===== src/rtl/page_write_buffer.sv =====
module page_write_buffer #(
  parameter int PAGE_BITS = 4,
  parameter int OFFS_BITS = 4,
  parameter int DW        = 8,
  parameter int WR_CYCLES = 40,
  parameter logic [DW-1:0] ERASED = 8'hFF
) (
  input  logic                           clk,
  input  logic                           rst_n,
  input  logic                           addr_load,
  input  logic [PAGE_BITS+OFFS_BITS-1:0] addr_in,
  input  logic                           byte_load,
  input  logic [DW-1:0]                  byte_in,
  input  logic                           commit,
  output logic                           busy,
  input  logic [PAGE_BITS+OFFS_BITS-1:0] rd_addr,
  output logic [DW-1:0]                  rd_data
);
  localparam int AW    = PAGE_BITS + OFFS_BITS;
  localparam int DEPTH = 1 << AW;
  localparam int PSIZE = 1 << OFFS_BITS;
  localparam int CW    = $clog2(WR_CYCLES + 1);

  logic [DW-1:0]        mem  [DEPTH];
  logic [DW-1:0]        pbuf [PSIZE];
  logic [PSIZE-1:0]     vld;
  logic [PAGE_BITS-1:0] page;
  logic [OFFS_BITS-1:0] ptr;
  logic [CW-1:0]        cnt;

  wire take_commit = commit && !busy && (|vld);
  wire take_addr   = addr_load && !busy && !take_commit;
  wire take_byte   = byte_load && !busy && !take_commit && !addr_load;
  wire finish      = busy && (cnt == '0);

  assign rd_data = mem[rd_addr];

  always_ff @(posedge clk) begin
    if (!rst_n) begin
      for (int i = 0; i < DEPTH; i++) mem[i] <= ERASED;
    end else if (finish) begin
      for (int j = 0; j < PSIZE; j++)
        if (vld[j]) mem[{page, OFFS_BITS'(j)}] <= pbuf[j];
    end
  end

  always_ff @(posedge clk) begin
    if (take_byte) pbuf[ptr] <= byte_in;
  end

  always_ff @(posedge clk) begin
    if (!rst_n) begin
      busy <= 1'b0;
      cnt  <= '0;
      vld  <= '0;
      page <= '0;
      ptr  <= '0;
    end else if (busy) begin
      if (finish) begin
        busy <= 1'b0;
        vld  <= '0;
      end else begin
        cnt <= cnt - 1'b1;
      end
    end else if (take_commit) begin
      busy <= 1'b1;
      cnt  <= CW'(WR_CYCLES - 1);
    end else if (take_addr) begin
      page <= addr_in[AW-1:OFFS_BITS];
      ptr  <= addr_in[OFFS_BITS-1:0];
      vld  <= '0;
    end else if (take_byte) begin
      vld[ptr] <= 1'b1;
      ptr      <= ptr + 1'b1;
    end
  end

  AST_PTR_WRAP: assert property (@(posedge clk) disable iff (!rst_n)
    (byte_load && !addr_load && !commit && !busy) |=> (ptr == $past(ptr) + 1'b1) && $stable(page));

  AST_BUSY_HOLD: assert property (@(posedge clk) disable iff (!rst_n)
    (busy && cnt != '0) |=> busy && (cnt == $past(cnt) - 1'b1));

  AST_CLEAR_ON_DONE: assert property (@(posedge clk) disable iff (!rst_n)
    $fell(busy) |-> (vld == '0));

  AST_EMPTY_COMMIT: assert property (@(posedge clk) disable iff (!rst_n)
    (commit && !busy && vld == '0) |=> !busy);

  AST_BUSY_FREEZE: assert property (@(posedge clk) disable iff (!rst_n)
    (busy && cnt != '0) |=> $stable(page) && $stable(ptr) && $stable(vld));

  AST_ADDR_CLEARS: assert property (@(posedge clk) disable iff (!rst_n)
    (addr_load && !busy && !commit) |=> (vld == '0));
endmodule


===== config.mk =====
export PLATFORM = sky130hd
export DESIGN_NAME = page_write_buffer
export DESIGN_NICKNAME = d
export VERILOG_FILES = /design/src/rtl/page_write_buffer.sv
export SDC_FILE = /design/constraint.sdc
export NUM_CORES = 2
export LEC_CHECK = 0
export ABC_AREA = 0
export CORE_MARGIN = 4
export CORE_UTILIZATION = 60
export DETAILED_ROUTE_END_ITERATION = 12
export PLACE_DENSITY = 0.76
export SLEW_MARGIN = 10
export SYNTH_ARGS = -nofsm -noshare
export SYNTH_HDL_FRONTEND = slang
export SYNTH_SLANG_ARGS = --single-unit

===== constraint.sdc =====
create_clock -name clk -period 5.82 [get_ports clk]
set_input_delay 1.455 -clock clk [delete_from_list [all_inputs] [get_ports clk]]
set_output_delay 1.455 -clock clk [all_outputs]
set_load 0.01 [all_outputs]

==> implementation parameters <==
Parameter                              Value

Outcome
  Run status    finished, violations left
  Failing checks    max-capacitance violations, max-slew violations, negative setup slack

Timing
  Setup total negative slack    -0.182 ns
  Post-route clock period utilization    102%
  Minimum clock period    5.96 ns
  Unrepaired setup endpoints after global routing    yes
  Final setup violating endpoints    4
  Largest clock skew in the final design    0.0380 ns
  Final Max Tran Viols    17
  Slew Limit Headroom    -2.29%
  Final count of hold timing violations    0
  Tightest Pin Transition    1.53 ns
  Final setup margin    -0.142 ns
  Fmax    168 MHz
  Hold Worst Slack    0.519 ns

Pwr
  Proportion of power drawn by combinational gates    7.4%
  Reported net switching power    8.26 mW
  IR drop worst, VDD    0.376 mV
  Sequential fraction of design power    50.6%
  Clock share of power    42.1%
  Switching part of the total    23.6%
  Pleak    30.5 nW
  Internal power consumption    26.7 mW
  Power per cell area    306 nW/µm²

Floorplanning
  Die outline area    172000 µm²
  Core Area    165000 µm²
  I/O pin count    38
  Initial cell density of the core    60.3%
  Die Y    415 µm
  Die Wd    415 µm
  Number of rows in the core area    149

Detailed routing
  Routed length per instance    37.5 µm
  Vias after detailed routing    64600
  Total routed wirelength    355000 µm
  Post-detailed-route count of antenna-violating nets    0
  Post-detailed-route DRC marker count    0
  DRT Pass-1 Iters    8
  Iter 0 DRT Violations    11700
  Drt via density    6.83

Layout
  # nets final    7102
  Fraction of layout instances using a drive strength above 1    48.1%
  Sequential standard cell area    66000 µm²
  Most frequent cells in the layout    sky130_fd_sc_hd__edfxtp_1 (2176), sky130_fd_sc_hd__or2_2 (1923), sky130_fd_sc_hd__buf_4 (587), sky130_fd_sc_hd__nand2_1 (542), sky130_fd_sc_hd__mux4_2 (427)
  Area used by multi-input combinational logic    31700 µm²
  Area delta synth->final    15.0%
  # fillers    10800
  Most common cell after layout, fill and taps aside    sky130_fd_sc_hd__edfxtp_1

Clocking
  CTS Sinks    2207
  TritonCTS clock tree    yes
  Number of buffers added to fix hold violations after cts    0
  Clock input transition at the sequential cells of the worst setup and hold paths    0.06 ns
  CTS HTree Levels    4
  Clock Tree Root    sky130_fd_sc_hd__clkbuf_16
  Clock buffer depth    3
  Clock latency reported for the late side of the worst-skew pair    0.89 ns
  Number of buffers inserted during clock tree synthesis    218

Setup path
  Critical path arrival    4.51 ns
  Worst EP required    4.37 ns
  Critical path class    in -> out
  CP Max Fanout    17
  Type of origin of the critical path    input pin
  CP endpoint kind    output port

Placement
  Post-DP HPWL    238000 µm
  Routability-driven placement congestion ratio    1.14
  # port buffers    37
  Placement-stage worst setup slack    -1.18 ns

Synthesis
  Count of mapped cells out of synthesis    6568
  Post-synth EDFFs    2176
  Synth async-reset ratio    0%
  Yosys warning total    0
  Flip-flop and latch count after synthesis    2207
  Share of the synthesized area in the top cell type    65.8%
  Sequential-to-total area share from yosys stat    66.4%
  Mean Syn Cell Area    15.1 µm²
  Number of distinct library cells after synthesis    72
  Leading area contributor after synthesis    sky130_fd_sc_hd__edfxtp_1
  Syn nets    6603
  Primary FF master, synth    sky130_fd_sc_hd__edfxtp_1
  Cell types occupying the most area after synthesis    sky130_fd_sc_hd__edfxtp_1 (66%), sky130_fd_sc_hd__or2_2 (12%), sky130_fd_sc_hd__mux4_2 (9.7%)
  Post-synth design cell area    99400 µm²

Global route
  Number of global-route vias before repair    62400
  First-pass GRT wire length    483000 µm
  GR peak layer    met2
  GR met1 Demand/Resource    52.7%
  Combined global-route utilization of all metal layers    40.7%
  Initial antenna violation count    56
  Met3 track demand over resource    16.8%
  Maximum number of pins on one net before global-route repair    73
  Total grt overflow    0
  Met2 Resource Use GR    58.0%

Worst hold path
  HP Class    reg -> reg

Run
  Max-cap violations    1
sequential cells by signal, indices dropped and copies added, names as in the netlist:
signal and count:
busy 1, cnt 6, mem 2048, page 4
pbuf 128, ptr 4, vld 16
synthesized netlist by cell type, types with 35 or more instances:
| library cell | n |
|---|---|
| sky130_fd_sc_hd__a21oi_1 | 135 |
| sky130_fd_sc_hd__a22oi_1 | 152 |
| sky130_fd_sc_hd__buf_2 | 94 |
| sky130_fd_sc_hd__clkbuf_1 | 254 |
| sky130_fd_sc_hd__edfxtp_1 | 2176 |
| sky130_fd_sc_hd__mux2i_1 | 135 |
| sky130_fd_sc_hd__mux4_2 | 426 |
| sky130_fd_sc_hd__nand2_1 | 543 |
| sky130_fd_sc_hd__nor2_1 | 76 |
| sky130_fd_sc_hd__nor3_1 | 35 |
| sky130_fd_sc_hd__o21ai_0 | 37 |
| sky130_fd_sc_hd__o221ai_1 | 42 |
| sky130_fd_sc_hd__or2_2 | 1923 |
| sky130_fd_sc_hd__or3_1 | 135 |
routing by layer:
layer / share of wire [%] / vias to the layer above
met3: 17 / 1147
li1: - / 25500
met4: 7.6 / 22
met2: 43 / 5786
met5: 0.067 / -
met1: 32 / 32100
path summary, 6_finish.rpt:
kind | start | endpoint | slack [ns] | cells past startpoint
hold / removal | cnt[0]$_SDFFE_PN0P_ | cnt[0]$_SDFFE_PN0P_ | 0.52 | 1
hold reg to reg | cnt[0]$_SDFFE_PN0P_ | cnt[0]$_SDFFE_PN0P_ | 0.52 | 1
setup reg to reg | cnt[2]$_SDFFE_PN0P_ | mem[40][2]$_SDFFCE_PN1P_ | 1.83 | 7
setup / recovery | rd_addr[1] | rd_data[7] | -0.14 | 11
area by class of cell:
| type | instances | share of cell area, % |
|---|---|---|
| Timing Repair Buffer | 708 | 5.61 |
| Sequential cell | 2207 | 57.7 |
| Clock inverter | 139 | 1.38 |
| Multi-Input combinational cell | 3919 | 27.7 |
| Antenna cell | 18 | 0.0394 |
| Clock buffer | 264 | 5.07 |
| Inverter | 13 | 0.0427 |
| Tap cell | 2189 | 2.40 |
power groups by stage:
stage	registers, mW	logic (mW)	clock network [mW]
6_report	17.7	2.58	14.7
3_3_place_gp	18.0	2.31	0
5_1_grt	17.7	2.63	15.3
4_1_cts	17.7	2.42	14.7
2_1_floorplan	17.9	1.22	0
3_5_place_dp	18.0	2.35	0
logic make-up after synthesis:
logic type,count (synthesis),share of synthesized area (%)
AO/OA/AOI/OAI,487,3.33
AND/OR/NAND/NOR,2839,16.3
multiplexers,583,11.4
adder cells (fa/ha/maj),6,0.0756
XOR/XNOR,4,0.0353
flip-flops,2207,66.4
buffers and inverters,442,2.43
metrics by stage:
stage / cells / power, mW / utilization (%) / instance area, µm²
finish: 9457 / 35.0 / 69.4 / 114000
global route: 9443 / 35.7 / 69.3 / 114000
CTS: 9408 / 34.8 / 69.0 / 114000
detailed placement: 8992 / 20.4 / 64.1 / 106000
global placement: 8990 / 20.3 / 64.1 / 106000
floorplan: 6568 / 19.1 / - / 99400
worst max-delay path, stage by stage:
cell and delay, ns:
sky130_fd_sc_hd__buf_12 0.22, sky130_fd_sc_hd__buf_12 0.23, sky130_fd_sc_hd__buf_4 0.19, sky130_fd_sc_hd__buf_4 0.21
sky130_fd_sc_hd__mux4_2 0.23, sky130_fd_sc_hd__a22oi_1 0.09, sky130_fd_sc_hd__buf_4 0.18, sky130_fd_sc_hd__a21oi_2 0.74
sky130_fd_sc_hd__nor4_4 0.15, sky130_fd_sc_hd__nor4_4 0.51, sky130_fd_sc_hd__buf_2 0.25
timing repair:
item                       4_1_cts  5_1_grt
buffers inserted                 9       31
setup endpoints to repair        8        8
cloned                           4        2
pin swaps                       18       18
resized for setup              101       56
Power figures use the tool's default switching activity.
